<file path="src/rtl/psc_pkg.sv">
package psc_pkg;

    localparam int CTL_W   = 8;
    localparam int RATE_W  = 3;
    localparam int PRE_W   = 8;
    localparam int TMR_W   = 8;

    typedef struct packed {
        logic              pull_off;
        logic              irq_edge;
        logic              src_ext;
        logic              edge_fall;
        logic              own_wdt;
        logic [RATE_W-1:0] rate;
    } ctl_t;

    localparam ctl_t CTL_RESET = ctl_t'({CTL_W{1'b1}});

    // mask of low prescaler bits that must all be set for a pass
    function automatic logic [PRE_W-1:0] rate_mask(input logic [RATE_W-1:0] rate,
                                                   input logic own_wdt);
        logic [PRE_W:0] span;
        span = own_wdt ? ((PRE_W+1)'(1) << rate) : ((PRE_W+1)'(2) << rate);
        return PRE_W'(span - (PRE_W+1)'(1));
    endfunction

endpackage

</file>
<file path="src/rtl/psc_pin_edge.sv">
module psc_pin_edge #(
    parameter int SYNC_STAGES = 2
) (
    input  logic clk,
    input  logic rst,
    input  logic pin,
    input  logic fall_sel,
    output logic edge_o
);
    logic [SYNC_STAGES-1:0] sync_q;
    logic                   last_q;

    generate
        for (genvar i = 0; i < SYNC_STAGES; i++) begin : g_sync
            if (i == 0) begin : g_first
                always_ff @(posedge clk) begin
                    if (rst) sync_q[0] <= 1'b0;
                    else     sync_q[0] <= pin;
                end
            end else begin : g_next
                always_ff @(posedge clk) begin
                    if (rst) sync_q[i] <= 1'b0;
                    else     sync_q[i] <= sync_q[i-1];
                end
            end
        end
    endgenerate

    always_ff @(posedge clk) begin
        if (rst) last_q <= 1'b0;
        else     last_q <= sync_q[SYNC_STAGES-1];
    end

    logic cur;
    assign cur    = sync_q[SYNC_STAGES-1];
    assign edge_o = fall_sel ? (last_q & ~cur) : (~last_q & cur);


    edge_needs_change_chk: assert property (@(posedge clk) disable iff (rst)
        edge_o |=> (last_q != $past(last_q)));

endmodule

</file>
<file path="src/rtl/psc_divider.sv">
module psc_divider #(
    parameter int W = 8
) (
    input  logic         clk,
    input  logic         rst,
    input  logic         clr,
    input  logic         evt,
    input  logic [W-1:0] mask,
    output logic         pass_o
);
    logic [W-1:0] cnt_q;

    always_ff @(posedge clk) begin
        if (rst)      cnt_q <= '0;
        else if (clr) cnt_q <= '0;
        else if (evt) cnt_q <= cnt_q + 1'b1;
    end

    assign pass_o = evt & ~clr & ((cnt_q & mask) == mask);


    restart_empties_chk: assert property (@(posedge clk) disable iff (rst)
        clr |=> (cnt_q == '0));


    idle_holds_chk: assert property (@(posedge clk) disable iff (rst)
        (!clr && !evt) |=> $stable(cnt_q));

endmodule

</file>
<file path="src/rtl/psc_timer.sv">
module psc_timer #(
    parameter int W = 8
) (
    input  logic         clk,
    input  logic         rst,
    input  logic         wr,
    input  logic [W-1:0] wdata,
    input  logic         inc,
    output logic [W-1:0] value,
    output logic         ovf
);
    localparam logic [W-1:0] TOP = {W{1'b1}};

    always_ff @(posedge clk) begin
        if (rst) begin
            value <= '0;
            ovf   <= 1'b0;
        end else begin
            ovf <= inc & ~wr & (value == TOP);
            if (wr)       value <= wdata;
            else if (inc) value <= value + 1'b1;
        end
    end


    write_loads_chk: assert property (@(posedge clk) disable iff (rst)
        wr |=> (value == $past(wdata)));


    wrap_to_zero_chk: assert property (@(posedge clk) disable iff (rst)
        ovf |-> (value == '0 && $past(value) == TOP));


    single_pulse_chk: assert property (@(posedge clk) disable iff (rst)
        ovf |=> !ovf);


    no_event_holds_chk: assert property (@(posedge clk) disable iff (rst)
        (!wr && !inc) |=> $stable(value));

endmodule

</file>
<file path="src/rtl/psc_wdt_base.sv">
module psc_wdt_base #(
    parameter int BASE = 4
) (
    input  logic clk,
    input  logic rst,
    input  logic clr,
    input  logic tick,
    output logic expire_o
);
    localparam int CW = (BASE > 1) ? $clog2(BASE) : 1;
    localparam logic [CW-1:0] LAST = CW'(BASE - 1);

    logic [CW-1:0] cnt_q;

    always_ff @(posedge clk) begin
        if (rst || clr)  cnt_q <= '0;
        else if (tick)   cnt_q <= (cnt_q == LAST) ? '0 : cnt_q + 1'b1;
    end

    assign expire_o = tick & ~clr & (cnt_q == LAST);


    clear_restarts_chk: assert property (@(posedge clk) disable iff (rst)
        clr |=> (cnt_q == '0));

endmodule

</file>
<file path="src/rtl/tick_prescaler_top.sv">
module tick_prescaler_top
    import psc_pkg::*;
#(
    parameter int WDT_BASE    = 4,
    parameter int SYNC_STAGES = 2
) (
    input  logic             clk,
    input  logic             rst,
    input  logic             ctl_wr,
    input  logic [CTL_W-1:0] ctl_wdata,
    input  logic             tmr_wr,
    input  logic [TMR_W-1:0] tmr_wdata,
    input  logic             wdt_clr,
    input  logic             cyc_tick,
    input  logic             ext_pin,
    input  logic             wdt_tick,
    output logic [CTL_W-1:0] ctl_value,
    output logic [TMR_W-1:0] tmr_value,
    output logic             tmr_ovf,
    output logic             wdt_timeout
);
    ctl_t ctl_q;

    always_ff @(posedge clk) begin
        if (rst)         ctl_q <= CTL_RESET;
        else if (ctl_wr) ctl_q <= ctl_t'(ctl_wdata);
    end
    assign ctl_value = ctl_q;

    logic pin_edge, tmr_src, base_exp;
    logic pre_evt, pre_clr, pre_pass, tmr_inc;
    logic [PRE_W-1:0] mask;

    psc_pin_edge #(.SYNC_STAGES(SYNC_STAGES)) u_pin (
        .clk(clk), .rst(rst), .pin(ext_pin),
        .fall_sel(ctl_q.edge_fall), .edge_o(pin_edge)
    );

    assign tmr_src = ctl_q.src_ext ? pin_edge : cyc_tick;

    psc_wdt_base #(.BASE(WDT_BASE)) u_base (
        .clk(clk), .rst(rst), .clr(wdt_clr), .tick(wdt_tick), .expire_o(base_exp)
    );

    assign mask    = rate_mask(ctl_q.rate, ctl_q.own_wdt);
    assign pre_evt = ctl_q.own_wdt ? base_exp : tmr_src;
    assign pre_clr = tmr_wr | (wdt_clr & ctl_q.own_wdt);

    psc_divider #(.W(PRE_W)) u_div (
        .clk(clk), .rst(rst), .clr(pre_clr), .evt(pre_evt),
        .mask(mask), .pass_o(pre_pass)
    );

    assign tmr_inc = ctl_q.own_wdt ? tmr_src : pre_pass;

    psc_timer #(.W(TMR_W)) u_tmr (
        .clk(clk), .rst(rst), .wr(tmr_wr), .wdata(tmr_wdata),
        .inc(tmr_inc), .value(tmr_value), .ovf(tmr_ovf)
    );

    always_ff @(posedge clk) begin
        if (rst) wdt_timeout <= 1'b0;
        else     wdt_timeout <= ctl_q.own_wdt ? pre_pass : base_exp;
    end


    reset_state_chk: assert property (@(posedge clk)
        rst |=> (ctl_value == 8'hFF && tmr_value == '0 && !tmr_ovf && !wdt_timeout));


    ctl_write_chk: assert property (@(posedge clk) disable iff (rst)
        ctl_wr |=> (ctl_value == $past(ctl_wdata)));


    timeout_needs_tick_chk: assert property (@(posedge clk) disable iff (rst)
        wdt_timeout |-> $past(wdt_tick));


    clear_blocks_timeout_chk: assert property (@(posedge clk) disable iff (rst)
        wdt_clr |=> !wdt_timeout);

endmodule

</file>
<file path="config.mk">
export PLATFORM = sky130hd
export DESIGN_NAME = tick_prescaler_top
export DESIGN_NICKNAME = d
export VERILOG_FILES = /design/src/rtl/psc_pkg.sv /design/src/rtl/psc_pin_edge.sv /design/src/rtl/psc_divider.sv /design/src/rtl/psc_timer.sv /design/src/rtl/psc_wdt_base.sv /design/src/rtl/tick_prescaler_top.sv
export SDC_FILE = /design/constraint.sdc
export NUM_CORES = 1
export LEC_CHECK = 0
export BUFFER_PORTS_ARGS = -buffer_cell sky130_fd_sc_hd__clkbuf_2
export CORE_MARGIN = 1.5
export CORE_UTILIZATION = 45
export DETAILED_ROUTE_END_ITERATION = 8
export GPL_ROUTABILITY_DRIVEN = 0
export MAX_ROUTING_LAYER = met4
export PLACE_DENSITY = 0.69
export SETUP_SLACK_MARGIN = 0.05
export SLEW_MARGIN = 20
export SYNTH_ARGS = -nofsm -noshare
export SYNTH_HDL_FRONTEND = slang
export SYNTH_HIERARCHICAL = 1
export SYNTH_SLANG_ARGS = --single-unit
</file>
<file path="constraint.sdc">
create_clock -name clk -period 9.6 [get_ports clk]
set_clock_uncertainty 0.05 [all_clocks]
set_input_delay 0 -clock clk [delete_from_list [all_inputs] [get_ports clk]]
set_output_delay 0 -clock clk [all_outputs]
set_load 0.005 [all_outputs]
</file>
* Yosys cells after proc, flatten, opt, wreduce, memory -nomap -nowiden
Cells that the tools add are included.
** Word-level totals
- Register bits after elaboration :: 31
- Input bits :: 24
- Output and inout port bits :: 18
- Logic and storage cells :: 51
** Cells by class
- $add $sub $neg :: 4
- Equality and inequality tests :: 3
- Shifts and indexed selects :: 2
- Muxes and demuxes :: 9
- Bitwise logic cells :: 16
- Reduce and logical (&&, ||, !) cells :: 3
** Operators with widths (count)
- $mux 8 :: 3
- $add 8x1->8 const B :: 2
- $and 1x1->1 :: 9
- $and 8x8->8 :: 1
- $eq 8x8->1 :: 1
- $eq 8x8->1 const B :: 1
- $shl 1x3->8 const A :: 1
- $shl 2x3->8 const A :: 1
- $sub 8x1->8 const B :: 1
- $mux 1 :: 5
- $not 1->1 :: 5
- $add 2x1->2 const B :: 1
- $eq 2x2->1 const B :: 1
- $mux 2 :: 1
- $reduce_bool 2->1 :: 1
- $reduce_or 2->1 :: 1
- $logic_or 1x1->1 :: 1
- $or 1x1->1 :: 1

* Depth between registers and ports, before layout
- Depth after elaboration :: 10
- Mapped depth :: 17

* Modules after synthesis
The synthesis kept the hierarchy.
** By module, submodules not included
- tick_prescaler_top :: times used 1, cells each 73, area an instance 590.6 um2, sequential area each 180.2 um2
- psc_timer :: times used 1, cells each 57, area an instance 490.5 um2, sequential area each 180.2 um2
- psc_divider :: times used 1, cells each 51, area an instance 415.4 um2, sequential area each 160.2 um2
- psc_wdt_base :: times used 1, cells each 9, area an instance 103.8 um2, sequential area each 40.0 um2
- psc_pin_edge :: times used 1, cells each 9, area an instance 101.3 um2, sequential area each 60.1 um2

* Least setup slack after synthesis
Ideal clock, no wire load.
- Kind :: register -> register
- Start point :: register ctl_q (netlist bit ctl_value[0])
- End point :: register u_tmr.value[7]
- Library setup time :: 0.079 ns
- Arrival time :: 3.506 ns
- Setup slack :: 5.966 ns
- Stages on the path, launching flop included :: 17
- Buffers on the path :: 1
- Period minus slack after synthesis :: 3.634 ns
- Cell sequence :: dfxtp_1 -> inv_1 -> ha_1 -> nand2_1 -> ha_1 -> or3b_1 -> a2bb2oi_1 -> o221a_1 -> nand2b_1 -> nand3b_1 -> nor4_1 -> nor2_1 -> a21oi_1 -> buf_4 -> or3b_1 -> or4_1 -> o211ai_1
** Between the ends
- Cells in the longest elaborated chain, start to end :: 8
** RTL lines
- start: declaration :: line tick_prescaler_top.sv:22 : ctl_t ctl_q;
- start signal: assignment :: line tick_prescaler_top.sv:26 : else if (ctl_wr) ctl_q <= ctl_t'(ctl_wdata);
- $shl 2x3->8 or $shl 1x3->8 (tied branches) :: line psc_pkg.sv:23 : span = own_wdt ? ((PRE_W+1)'(1) << rate) : ((PRE_W+1)'(2) << rate);
- $mux 8 (*) :: line psc_pkg.sv:23
- $sub 8x1->8 (*) :: line psc_pkg.sv:24 : return PRE_W'(span - (PRE_W+1)'(1));
- named net mask[4] :: line tick_prescaler_top.sv:32 : logic [PRE_W-1:0] mask;
- $and 8x8->8 :: line psc_divider.sv:19 : assign pass_o = evt & ~clr & ((cnt_q & mask) == mask);
- $eq 8x8->1 (*) :: line psc_divider.sv:19
- $and 1x1->1 (*) :: line psc_divider.sv:19
- named net pre_pass :: line tick_prescaler_top.sv:31 : logic pre_evt, pre_clr, pre_pass, tmr_inc;
- $mux 1 (*) :: line tick_prescaler_top.sv:54 : assign tmr_inc = ctl_q.own_wdt ? tmr_src : pre_pass;
- named net tmr_inc :: line tick_prescaler_top.sv:31
- $reduce_bool 2->1 (no source line) (*)
- end signal: assignment :: line psc_timer.sv:20 : if (wr) value <= wdata;
- end signal: assignment :: line psc_timer.sv:21 : else if (inc) value <= value + 1'b1;
- end: declaration :: line psc_timer.sv:9 : output logic [W-1:0] value,
The timed path passes the listed nets; every way through them passes the cells marked *.
A chain may end at the register's enable or synchronous reset.

* Final worst setup path
Same ends and word-level chain as after synthesis.

==> impl_metrics.csv <==
group,metric,value,unit
run,max_cap_viol_count,0,
final_layout,final_common_cell,"clkbuf_2",
worst_setup_path,arrival,4470,ps
timing,fin_crit,4317,ps
worst_hold_path,hold_depth,3,
final_layout,synthToLayoutAreaGrowth,26.91,%
floorplan,initial_core_util,46.83,%
clocking,root_buffer,"clkbuf_8",
synthesis,synth_edf_count,0,
floorplan,rows,22,
global_route,grt_pass1_wl,6341,microns
synthesis,ys_seq_area_share,36.47,%
timing,timing.final.max_slew_violations,0,
floorplan,dieHeight,64.50,microns
timing,clock.fmax,231.6,MHz
pwr,intPower,0.0002087,W
worst_setup_path,path_class,"flop to flop",
pwr,powerDensity,130.5,nW/um^2
worst_setup_path,required,9750,ps
timing,setup_tns,0,ps
global_route,grtUsageTotal,19.97,%
pwr,power_frac_clock,32.0,%
timing,worst_pin_slew,737.5,ps
worst_setup_path,rrSetupSlack,5280,ps
synthesis,synth_nets,229,
worst_setup_path,rr_worst_depth,15,
detailed_routing,ant_nets,0,
clocking,cts_tree,"yes",
status,outcome,"complete, no violations",
worst_setup_path,worstSetupStartpointType,"flop",
timing,finalHoldViolations,0,
detailed_routing,drt_iter0_markers,79,
worst_setup_path,r2r-end,"u_tmr/value[7]$_SDFFE_PP0P_",
timing,fin_crit_sh,44.97,%
timing,max_slew_margin,50.83,%
floorplan,core,3633,sq um
clocking,htree_num_levels,2,
detailed_routing,wl,3595,microns
synthesis,synth_warnings,6,
detailed_routing,drc,0,
worst_setup_path,crit_fanout,10,
synthesis,ys_ff_latch,31,
worst_setup_path,setup.worst_path.end,"u_tmr/value[7]$_SDFFE_PP0P_",
worst_setup_path,worstSetupEndpointType,"flop",
synthesis,syn_area,1702,sq um
floorplan,dieArea,4160,sq um
global_route,grt_pass1_vias,1486,
floorplan,ios,42,
synthesis,syn_area_per_cell,8.551,sq um
clocking,cts_resized,0,
pwr,power_leakage,0.9536,nW
placed_design,portBuffers,41,
pwr,ir_drop,0.09299,mV
synthesis,synthDistinctLibCells,45,
floorplan,die_x,64.50,microns
pwr,seqPwrFrac,50.1,%
detailed_routing,firstDrtPassIters,4,
placed_design,dpl.hpwl,2525,microns
timing,rsz0062_at_grt,"false",
clocking,cts.reportedPaths.clkPinSlew,60,ps
clocking,cts_buffers,5,
final_layout,diodes,0,
global_route,grt_start_max_net_pins,19,
detailed_routing,viasPerCell,5.353,
global_route,grt.overflow.total,0,
final_layout,final_cell_mix,"clkbuf_2, dfxtp_1, nand2_1",
pwr,total_power,0.0002818,W
pwr,switching_power,0.00007318,W
worst_hold_path,hold_path_class,"primary input to flop",
synthesis,async_flop_share,0,%
clocking,cts_sinks,31,
pwr,combPwrFrac,17.9,%
clocking,clkLatencyLatePin,280,ps
pwr,sw_frac_of_total,25.97,%
global_route,antenna_found_initial,0,
timing,setup_viol,0,
final_layout,drive_above_1_share,20.78,%
synthesis,syn_inst,199,
worst_setup_path,reg2reg_from,"ctl_value[0]$_SDFFE_PP1P_",
synthesis,ys.flop_type,"dfxtp_1",
worst_hold_path,min_from,"wdt_tick",
worst_setup_path,crit_path_start,"ctl_value[0]$_SDFFE_PP1P_",
final_layout,num-nets-final,286,
detailed_routing,route.detailed.wl_per_inst,11.86,microns
detailed_routing,dr_total_vias,1622,
clocking,clk_path_buf_depth,2,
==> critical path, cell delays in order (launching register included) <==
cell and delay [ps]:
dfxtp_1 350, inv_1 70, ha_1 380, nand2_1 100
ha_1 270, or3b_1 400, a2bb2oi_1 140, o221a_1 220
nand2b_1 70, nand3b_1 70, nor4_1 420, nor2_1 70
a21oi_1 590, or3b_1 440, or4_1 510, o211ai_1 90
==> metrics by stage <==
stage	hold WS, ps	cell area [sq um]	utilization, %	setup slack (ps)	std cells
2_1_floorplan	14.65	1702	-	5966	199
3_3_place_gp	163.7	1907	52.48	5475	279
3_5_place_dp	167.4	1907	52.48	5358	279
4_1_cts	6.494	2160	59.44	5321	303
5_1_grt	21.64	2160	59.44	4934	303
6_report	15.56	2160	59.44	5283	303
==> power by group through the flow <==
stage               registers, W  clock network (W)  logic [W]
floorplan               0.000142                  0  0.0000322
CTS                     0.000141          0.0000946  0.0000501
global placement        0.000144                  0  0.0000437
detailed placement      0.000144                  0  0.0000442
global route            0.000142           0.000102  0.0000558
finish                  0.000141          0.0000902  0.0000504
==> cell families (layout without fill, tap and decap cells) <==
logic type | count (synthesis) | in the layout | share of synthesized area [%]
AND/OR/NAND/NOR | 77 | 77 | 24.26
buffers and inverters | 23 | 79 | 6.617
XOR/XNOR | 10 | 10 | 5.147
multiplexers | 10 | 10 | 5.956
flip-flops | 31 | 31 | 36.47
adder cells (fa/ha/maj) | 6 | 6 | 4.412
AO/OA/AOI/OAI | 42 | 42 | 17.13
==> worst min-delay path by stage <==
stage,to,slack (ps)
floorplan,u_base/cnt_q[0]$_SDFFE_PP0P_,10
global placement,u_pin/sync_q[0]$_SDFF_PP0_,160
detailed placement,u_pin/sync_q[0]$_SDFF_PP0_,170
CTS,u_base/cnt_q[0]$_SDFFE_PP0P_,6
global route,u_base/cnt_q[0]$_SDFFE_PP0P_,20
finish,u_base/cnt_q[0]$_SDFFE_PP0P_,20
==> synth_stat cells (all sizes together), types with 2 or more instances <==
| library cell | instances | share of area [%] |
|---|---|---|
| nand2 | 20 | 4.4 |
| o22ai | 5 | 2.2 |
| mux2i | 9 | 5.3 |
| dfxtp | 31 | 36 |
| a21o | 2 | 0.88 |
| a31oi | 2 | 0.74 |
| or3b | 3 | 1.5 |
| nor3 | 2 | 0.59 |
| nor2 | 14 | 3.1 |
| o21ai | 4 | 1.2 |
| nor2b | 4 | 1.5 |
| nor3b | 3 | 1.3 |
| nand4 | 7 | 2.9 |
| nand3 | 7 | 2.1 |
| inv | 13 | 2.9 |
| clkbuf | 3 | 0.66 |
| a211oi | 4 | 2.1 |
| xor2 | 8 | 4.1 |
| a21oi | 11 | 3.2 |
| or2 | 2 | 0.88 |
| buf | 6 | 2.9 |
| or4 | 2 | 0.88 |
| or3 | 5 | 1.8 |
| ha | 6 | 4.4 |
| xnor2 | 2 | 1.0 |
| o211ai | 8 | 3.5 |
| nand2b | 4 | 1.5 |
==> area by class of cell <==
type | instances | area (sq um)
Fill cell | 343 | 1474
Inverter | 14 | 52.55
Clock buffer | 6 | 72.57
Sequential cell | 31 | 620.6
Multi-Input combinational cell | 145 | 968.4
Tap cell | 48 | 60.06
Timing Repair Buffer | 59 | 385.4
==> repair_timing <==
item	CTS	global route
buffers inserted	0	0
hold buffers	18	0
endpoints found under the hold margin	19	0
==> metal layers <==
layer | vias to the layer above | track usage [%] | wire (microns)
met1 | 760 | 23.27 | 1686
met4 | 0 | 7.979 | 65
met3 | 7 | 5.208 | 152
met2 | 33 | 32.94 | 1690
li1 | 822 | - | -
met5 | - | - | 0
==> flip-flops by register name, summed over array words and instances (netlist names) <==
name	count
ctl_value	8
u_base/cnt_q	2
u_div/cnt_q	8
u_pin/cur	1
u_pin/last_q	1
u_pin/sync_q	1
u_tmr/ovf	1
u_tmr/value	8
wdt_timeout	1
(Power assumes the default switching activity.)
